### src/rtl/bsearch_pkg.sv
package bsearch_pkg;
  typedef enum logic [1:0] {
    ST_IDLE,
    ST_SET,
    ST_CMP,
    ST_FIN
  } bs_state_e;

  typedef struct packed {
    logic init;
    logic ld_lo;
    logic ld_hi;
    logic hit;
  } bs_ctl_t;

  typedef struct packed {
    logic eq;
    logic gt;
    logic at_lo;
    logic at_hi;
  } bs_sts_t;
endpackage

### src/rtl/bsearch_sync.sv
module bsearch_sync #(
  parameter int STAGES = 2
) (
  input  logic clk_i,
  input  logic rst_ni,
  input  logic d_i,
  output logic q_o
);
  logic [STAGES-1:0] sh_q;

  always_ff @(posedge clk_i or negedge rst_ni) begin
    if (!rst_ni) sh_q <= '0;
    else         sh_q <= {sh_q[STAGES-2:0], d_i};
  end

  assign q_o = sh_q[STAGES-1];
endmodule

### src/rtl/bsearch_mem.sv
module bsearch_mem #(
  parameter int DW = 8,
  parameter int AW = 5
) (
  input  logic          clk_i,
  input  logic          rst_ni,
  input  logic          wr_en_i,
  input  logic [AW-1:0] wr_addr_i,
  input  logic [DW-1:0] wr_data_i,
  input  logic [AW-1:0] rd_addr_i,
  output logic [DW-1:0] rd_data_o
);
  localparam int DEPTH = 1 << AW;

  logic [DW-1:0] mem_q [DEPTH];
  logic [AW-1:0] addr_q;

  always_ff @(posedge clk_i) begin
    if (wr_en_i) mem_q[wr_addr_i] <= wr_data_i;
  end

  // registered address: data follows the address by one cycle
  always_ff @(posedge clk_i or negedge rst_ni) begin
    if (!rst_ni) addr_q <= '0;
    else         addr_q <= rd_addr_i;
  end

  assign rd_data_o = mem_q[addr_q];
endmodule

### src/rtl/bsearch_ctrl.sv
module bsearch_ctrl
  import bsearch_pkg::*;
(
  input  logic    clk_i,
  input  logic    rst_ni,
  input  logic    start_i,
  input  bs_sts_t sts_i,
  output bs_ctl_t ctl_o,
  output logic    busy_o,
  output logic    done_o
);
  bs_state_e state_q, state_d;
  logic      armed_q, armed_d;

  always_comb begin
    state_d = state_q;
    armed_d = armed_q;
    ctl_o   = '0;
    unique case (state_q)
      ST_IDLE: begin
        if (start_i) begin
          ctl_o.init = 1'b1;
          state_d    = ST_SET;
        end
      end
      ST_SET: state_d = ST_CMP;
      ST_CMP: begin
        if (sts_i.eq) begin
          ctl_o.hit = 1'b1;
          state_d   = ST_FIN;
        end else if (sts_i.gt) begin
          if (sts_i.at_lo) state_d = ST_FIN;
          else begin
            ctl_o.ld_hi = 1'b1;
            state_d     = ST_SET;
          end
        end else begin
          if (sts_i.at_hi) state_d = ST_FIN;
          else begin
            ctl_o.ld_lo = 1'b1;
            state_d     = ST_SET;
          end
        end
      end
      ST_FIN: begin
        if (!start_i) armed_d = 1'b1;
        if (armed_q && start_i) begin
          ctl_o.init = 1'b1;
          armed_d    = 1'b0;
          state_d    = ST_SET;
        end
      end
      default: state_d = ST_IDLE;
    endcase
  end

  always_ff @(posedge clk_i or negedge rst_ni) begin
    if (!rst_ni) begin
      state_q <= ST_IDLE;
      armed_q <= 1'b0;
    end else begin
      state_q <= state_d;
      armed_q <= armed_d;
    end
  end

  assign busy_o = (state_q == ST_SET) || (state_q == ST_CMP);
  assign done_o = (state_q == ST_FIN);
endmodule

### src/rtl/bsearch_dp.sv
module bsearch_dp
  import bsearch_pkg::*;
#(
  parameter int DW = 8,
  parameter int AW = 5
) (
  input  logic          clk_i,
  input  logic          rst_ni,
  input  bs_ctl_t       ctl_i,
  input  logic [DW-1:0] key_i,
  input  logic [DW-1:0] rd_data_i,
  output bs_sts_t       sts_o,
  output logic [AW-1:0] addr_o,
  output logic [AW-1:0] lo_o,
  output logic [AW-1:0] hi_o,
  output logic [AW-1:0] loc_o,
  output logic          found_o
);
  localparam logic [AW-1:0] ONE = AW'(1);

  logic [AW-1:0] lo_q, hi_q, loc_q, mid;
  logic [AW:0]   sum;
  logic [DW-1:0] key_q;
  logic          found_q;

  assign sum = {1'b0, lo_q} + {1'b0, hi_q};
  assign mid = sum[AW:1];

  always_ff @(posedge clk_i or negedge rst_ni) begin
    if (!rst_ni) begin
      lo_q    <= '0;
      hi_q    <= '1;
      key_q   <= '0;
      loc_q   <= '0;
      found_q <= 1'b0;
    end else begin
      if (ctl_i.init) begin
        lo_q    <= '0;
        hi_q    <= '1;
        key_q   <= key_i;
        loc_q   <= '0;
        found_q <= 1'b0;
      end
      // bounds move only when the interval still has room on that side
      if (ctl_i.ld_lo) lo_q <= mid + ONE;
      if (ctl_i.ld_hi) hi_q <= mid - ONE;
      if (ctl_i.hit) begin
        loc_q   <= mid;
        found_q <= 1'b1;
      end
    end
  end

  assign sts_o.eq    = (rd_data_i == key_q);
  assign sts_o.gt    = (rd_data_i > key_q);
  assign sts_o.at_lo = (mid == lo_q);
  assign sts_o.at_hi = (mid == hi_q);

  assign addr_o  = mid;
  assign lo_o    = lo_q;
  assign hi_o    = hi_q;
  assign loc_o   = loc_q;
  assign found_o = found_q;
endmodule

### src/rtl/bsearch_top.sv
module bsearch_top
  import bsearch_pkg::*;
#(
  parameter int DW = 8,
  parameter int AW = 5,
  parameter int SYNC_STAGES = 2
) (
  input  logic          clk_i,
  input  logic          rst_ni,
  input  logic          start_i,
  input  logic [DW-1:0] key_i,
  input  logic          wr_en_i,
  input  logic [AW-1:0] wr_addr_i,
  input  logic [DW-1:0] wr_data_i,
  output logic [AW-1:0] loc_o,
  output logic          found_o,
  output logic          done_o
);
  logic          start_s, busy;
  bs_ctl_t       ctl;
  bs_sts_t       sts;
  logic [AW-1:0] mid, lo, hi;
  logic [DW-1:0] rd_data;

  bsearch_sync #(.STAGES(SYNC_STAGES)) u_sync (
    .clk_i (clk_i),
    .rst_ni(rst_ni),
    .d_i   (start_i),
    .q_o   (start_s)
  );

  bsearch_ctrl u_ctrl (
    .clk_i  (clk_i),
    .rst_ni (rst_ni),
    .start_i(start_s),
    .sts_i  (sts),
    .ctl_o  (ctl),
    .busy_o (busy),
    .done_o (done_o)
  );

  bsearch_dp #(.DW(DW), .AW(AW)) u_dp (
    .clk_i    (clk_i),
    .rst_ni   (rst_ni),
    .ctl_i    (ctl),
    .key_i    (key_i),
    .rd_data_i(rd_data),
    .sts_o    (sts),
    .addr_o   (mid),
    .lo_o     (lo),
    .hi_o     (hi),
    .loc_o    (loc_o),
    .found_o  (found_o)
  );

  bsearch_mem #(.DW(DW), .AW(AW)) u_mem (
    .clk_i    (clk_i),
    .rst_ni   (rst_ni),
    .wr_en_i  (wr_en_i),
    .wr_addr_i(wr_addr_i),
    .wr_data_i(wr_data_i),
    .rd_addr_i(mid),
    .rd_data_o(rd_data)
  );
endmodule

### config.mk
export PLATFORM = sky130hd
export DESIGN_NAME = bsearch_top
export DESIGN_NICKNAME = d
export VERILOG_FILES = /design/src/rtl/bsearch_pkg.sv /design/src/rtl/bsearch_sync.sv /design/src/rtl/bsearch_mem.sv /design/src/rtl/bsearch_ctrl.sv /design/src/rtl/bsearch_dp.sv /design/src/rtl/bsearch_top.sv
export SDC_FILE = /design/constraint.sdc
export NUM_CORES = 1
export LEC_CHECK = 0
export BUFFER_PORTS_ARGS = -buffer_cell sky130_fd_sc_hd__buf_4
export CORE_UTILIZATION = 51
export DETAILED_ROUTE_END_ITERATION = 6
export PLACE_DENSITY = 0.69
export SETUP_SLACK_MARGIN = 0.5
export SKIP_CTS_REPAIR_TIMING = 1
export SLEW_MARGIN = 30
export SYNTH_ARGS = -nofsm -noshare
export SYNTH_HDL_FRONTEND = slang
export SYNTH_SLANG_ARGS = --single-unit
### constraint.sdc
create_clock -name clk_i -period 3.8 [get_ports clk_i]
set_input_delay 0.76 -clock clk_i [delete_from_list [all_inputs] [get_ports clk_i]]
set_output_delay 0.76 -clock clk_i [all_outputs]
set_load 0.01 [all_outputs]
## Word level (Yosys, flattened, before mapping)

Memory sizes are Yosys's and may differ from the RTL's.
Cells that the tools add are included.
W data, S select, Z words.

- Memories: 1
- RAM bits: 256
- Logic and storage cells: 58
- Input bits: 25
- Register bits: 34
- Output and inout port bits: 7

Memory list:

| name | depth | bits a word | read ports | clocked after memory_dff | write ports | line | RTL |
|---|---|---|---|---|---|---|---|
| u_mem.mem_q | 32 | 8 | 1 | 0 | 1 | bsearch_mem.sv:15 | `logic [DW-1:0] mem_q [DEPTH];` |

- $add $sub $neg: 3
- Muxes and demuxes: 28
- Reductions and logical operators: 7
- Equal/unequal tests: 9
- Order comparisons: 1

Operator list:

| operator | count |
|---|---|
| $mux W5 | 5 |
| $mux W2 | 7 |
| $mux W1 | 13 |
| $eq A5 B5 Y1 | 2 |
| $eq A8 B8 Y1 | 1 |
| $gt A8 B8 Y1 | 1 |
| $pmux W2 S4 | 1 |
| $add A5 B5 Y6 | 1 |
| $reduce_bool A2 Y1 | 3 |
| $add A5 B1 Y5 const B | 1 |
| $sub A5 B1 Y5 const B | 1 |
| $eq A2 B2 Y1 const B | 2 |
| $ne A2 B1 Y1 const B | 2 |
| $reduce_and A2 Y1 | 2 |
| $mux W3 | 1 |
| $eq A2 B1 Y1 const B | 1 |
| $logic_not A2 Y1 | 1 |
| $ne A2 B2 Y1 const B | 1 |
| $pmux W1 S2 | 1 |
| $logic_and A1 B1 Y1 | 1 |

## Longest topological paths before layout

- Depth after elaboration: 7
- Depth in mapped cells: 13
- Mapped depth without buffers: 10

## Modules after synthesis

Synthesis repeated with hierarchy kept, for this count alone.

- Cells, all modules: 600
- Area total of the unflattened synthesis: 11813.8 um^2

By module, submodules not included:

| module | instances | cells an instance | area each (um^2) |
|---|---|---|---|
| bsearch_mem | 1 | 414 | 10018.4 |
| bsearch_dp | 1 | 159 | 1497.7 |
| bsearch_ctrl | 1 | 25 | 247.7 |
| bsearch_sync | 1 | 2 | 50.0 |

## Worst setup path before layout

Ideal clock, no wire load.

- Path kind: register to register
- Start: register u_mem.addr_q[0]
- End: register u_dp.lo_q[1], in the netlist u_dp.lo_o[1]
- Period minus slack after synthesis: 3.778 ns
- Arrival: 3.653 ns
- Cell stages (with the launch flop): 14
- Path buffers: 3
- Path slack: 0.022 ns
- Cells stage by stage: dfrtp_1 buf_2 buf_2 mux4_2 mux4_2 mux2_2 ha_1 nor2b_1 o211ai_1 and3_2 o21bai_1 or3b_1 buf_6 mux2_4

- Word-level cells in the longest chain between the ends: 6
- Elaborated cells between the ends (all ways): 8
- Classes of those cells: 1 x order compare; 1 x eq/ne; 4 x mux; 1 x reduce/logical; 1 x memory

Ends and longest elaborated chain:

| what | line | RTL |
|---|---|---|
| start: declaration | bsearch_mem.sv:16 | `logic [AW-1:0] addr_q;` |
| start signal: assignment | bsearch_mem.sv:25 | `else addr_q <= rd_addr_i;` |
| $mem_v2 Z32 W8 * | - |  |
| $gt A8 B8 Y1 | bsearch_dp.sv:55 | `assign sts_o.gt = (rd_data_i > key_q);` |
| $mux W1 | bsearch_ctrl.sv:31 | `end else if (sts_i.gt) begin` |
| $mux W2 * | bsearch_ctrl.sv:28 | `if (sts_i.eq) begin` |
| $mux W3 * | bsearch_ctrl.sv:19 | `unique case (state_q)` |
| $mux W5 or $reduce_bool A2 Y1 (tied branches) | - |  |
| end signal: assignment | bsearch_dp.sv:45 | `if (ctl_i.ld_lo) lo_q <= mid + ONE;` |
| end: declaration | bsearch_dp.sv:21 | `logic [AW-1:0] lo_q, hi_q, loc_q, mid;` |

Every way passes the cells marked *; elsewhere a longest branch is shown, timed or not.
A chain may end at the register's enable or synchronous reset.

## Worst setup path after layout

Ends and elaborated chain as after synthesis.

==> results by group <==
Die
  – Die Height: 155 µm
  – Die footprint: 24100 µm²
  – Initial Utilization: 0.525
  – Core region area: 22800 µm²
  – Die width: 155 µm
  – Top Ports: 32
  – Cell Rows: 55

Critical path
  – Worst path most repeated cell: mux4_2
  – Crit path launch type: flip-flop
  – Crit-path cells: buf_6, buf_12, mux4_2, mux4_2, mux2_2, ha_1, a21oi_1, o21ai_1, o21bai_4, or3b_4, mux2_4
  – CP max-delay cell: mux4_2
  – WP buf/inv: 2
  – Crit Path Category: flip-flop to flip-flop
  – Crit path max fanout: 6
  – CP max stage delay: 0.56 ns
  – WP data arrival: 4.18 ns
  – Critical path required time: 4.24 ns
  – Cell class contributing the biggest share of worst-path delay: multiplexers
  – Crit end category: flip-flop

STA
  – Final hold vios: 0
  – Fmax: 267 MHz
  – Worst Max-Slew Pin Slew: 0.888 ns
  – Tcrit/Tclk final: 0.985
  – RSZ-0062 raised after global routing: true
  – Min Clock Period, post-route: 3.74 ns
  – Setup_tns: 0 ns
  – Max_slew headroom: 0.406
  – Fin worst setup slack: 0.0586 ns
  – Final Skew: 0.00920 ns
  – Final setup fails: 0
  – Slew Viols, Final: 0

Clock tree
  – Clock sinks: 290
  – Root buffer cell: clkbuf_16
  – Max H-tree Level: 1
  – CTS buffer count: 29
  – Clk Latency, worst-skew pair: 0.56 ns
  – Reg clk slew, reported paths: 0.06 ns
  – Longest Clk Path Bufs: 3
  – CTS tree: done

Routing
  – Starting DRT DRC Count: 499
  – DRC Markers: 0
  – Final ANT Viol Nets: 0
  – Wire per inst: 24.2 µm
  – DR pass1 iterations: 7
  – Routed vias/inst: 5.95
  – Via count: 6073
  – Final wirelength: 24700 µm

Yosys
  – Net Count, Synth: 660
  – Post-synth top area share: 0.641
  – Synth Register Bits: 290
  – Synth cell types: 55
  – Syn Area/Cell: 19.5 µm²
  – Largest cells by area after synthesis: edfxtp_1 64%, mux4_2 15%, dfrtp_1 6.1%, ha_1 1.9%, nor2_1 1.5%
  – EDFF count, synth: 256
  – Commonest cells in the netlist: 256 x edfxtp_1, 80 x mux4_2, 47 x nor2_1
  – Ys async rst share: 0.117
  – Largest area contributor in the netlist: edfxtp_1
  – Count leader, synth: edfxtp_1
  – Syn Inst Count: 616
  – Mapped cell area: 12000 µm²
  – Yosys warnings: 0
  – Top_reg_cell synth: edfxtp_1
  – Post-synthesis sequential area ratio: 0.713

Worst hold path
  – Worst min path class: input port to asynchronous set/reset pin

GRT
  – Met1 Usage GRT: 0.313
  – Global Route met2 Usage: 0.328
  – Busiest grt layer: met2
  – Met3 usage: 0.0351
  – Initial antenna violation count: 0
  – First-pass GRT wire length: 36900 µm
  – GRT Total Usage: 0.209
  – Largest net degree at the start of global routing: 35
  – Global route overflow: 0
  – Vias in the first global route: 6051

Status
  – Status: finished clean

Final layout
  – # nets final: 729
  – Area Growth Syn to Fin: 16.5%
  – Fill cells: 1635
  – Inserted Diodes: 0
  – Post-route core utilization: 0.612
  – Final instance area: 14000 µm²
  – Area of the multi-input gates: 3400 µm²
  – Storage element area: 8550 µm²
  – Layout cells sized above 1: 0.331

Placement
  – DP Area: 12700 µm²
  – Pre-CTS worst setup slack: 0.0964 ns
  – Post-detailed-placement half-perimeter wirelength: 15500 µm
  – Port buffer count: 31
  – Routability cong.: 0.817

Power and ir drop
  – Pleak: 4.79 nW
  – Power Total: 10.7 mW
  – Combinational Power Share: 0.382
  – Peak supply drop: 0.433 mV
  – P_sw: 3.31 mW
  – Sequential Power Share: 0.358
  – Power Dens Cells: 765 nW/µm²
  – Switching Share: 0.310
  – Share of total power in the clock network: 0.260
  – P_int: 7.37 mW

Job
  – Max-Cap Viols: 0
==> power by group through the flow <==
stage / logic [mW] / registers (mW) / clock network (mW)
after global routing: 4.39 / 3.84 / 2.94
after detailed placement: 3.61 / 3.89 / 0
after CTS: 3.64 / 3.83 / 2.81
after global placement: 3.50 / 3.89 / 0
after floorplan: 2.85 / 3.78 / 0
final: 4.09 / 3.82 / 2.78
==> logic make-up (layout without fill, tap and decap cells) <==
logic type      Yosys count  count (layout)  synth area share
simple gates            114             115            0.0485
compound gates           35              35            0.0178
mux                      98              98             0.166
flops                   290             290             0.713
buf+inv                  43             133            0.0159
fa+ha+maj                19              19            0.0205
xor+xnor                 17              17            0.0184
==> layout make-up <==
| type | instances | share of cell area |
|---|---|---|
| Clock buffer | 36 | 0.0552 |
| Clock inverter | 17 | 0.0111 |
| Inverter | 16 | 0.00430 |
| Multi-Input combinational cell | 284 | 0.243 |
| Sequential cell | 290 | 0.612 |
| Tap cell | 313 | 0.0280 |
| Timing Repair Buffer | 64 | 0.0460 |
==> state kept, by name, indices dropped and copies added, names as in the netlist <==
signal / cells
u_dp.hi_o: 5
u_dp.loc_o: 5
u_dp.found_o: 1
u_ctrl.armed_q: 1
u_dp.key_q: 8
u_dp.lo_o: 5
u_ctrl.state_q: 2
u_mem.mem_q: 256
u_sync.sh_q: 2
u_mem.addr_q: 5
==> cells in the final DEF, fill, tap and decap left out, drive strengths merged, types with 3 or more instances in the layout <==
master,n
nand2,27
a21oi,9
nand3,10
mux4,80
xnor3,4
mux2,8
or3b,4
nor4b,3
dfrtp,29
ha,18
nand4,5
nand3b,5
dfstp,5
xor2,6
nor2,47
inv,18
clkbuf,39
xnor2,7
clkinv,11
buf,61
mux2i,10
edfxtp,256
o21ai,14
==> metal layers <==
| metal | routed length, µm | vias to the layer above |
|---|---|---|
| met5 | 0 | - |
| met4 | 443 | 0 |
| met3 | 1480 | 32 |
| met2 | 11800 | 207 |
| met1 | 11000 | 3223 |
| li1 | - | 2611 |
==> per-stage QoR <==
stage / std cells / hold slack (ns)
CTS: 1000 / 0.151
global placement: 947 / 0.345
finish: 1020 / 0.148
floorplan: 616 / 0.331
global route: 1020 / 0.173
detailed placement: 947 / 0.348
==> final timing paths <==
path / end / start / slack [ns] / cells after the start
max reg2reg: u_dp.lo_o[1] / u_mem.addr_q[0] / 0.06 / 11
max: u_dp.lo_o[1] / u_mem.addr_q[0] / 0.06 / 11
min: u_dp.key_q[0] / rst_ni / 0.15 / 1
min reg2reg: u_sync.sh_q[1] / u_sync.sh_q[0] / 0.36 / 0
min in group clk_i: u_sync.sh_q[0] / start_i / 0.31 / 1
max in group asynchronous: u_mem.addr_q[0] / rst_ni / 3.30 / 1
Power figures use the tool's default switching activity.
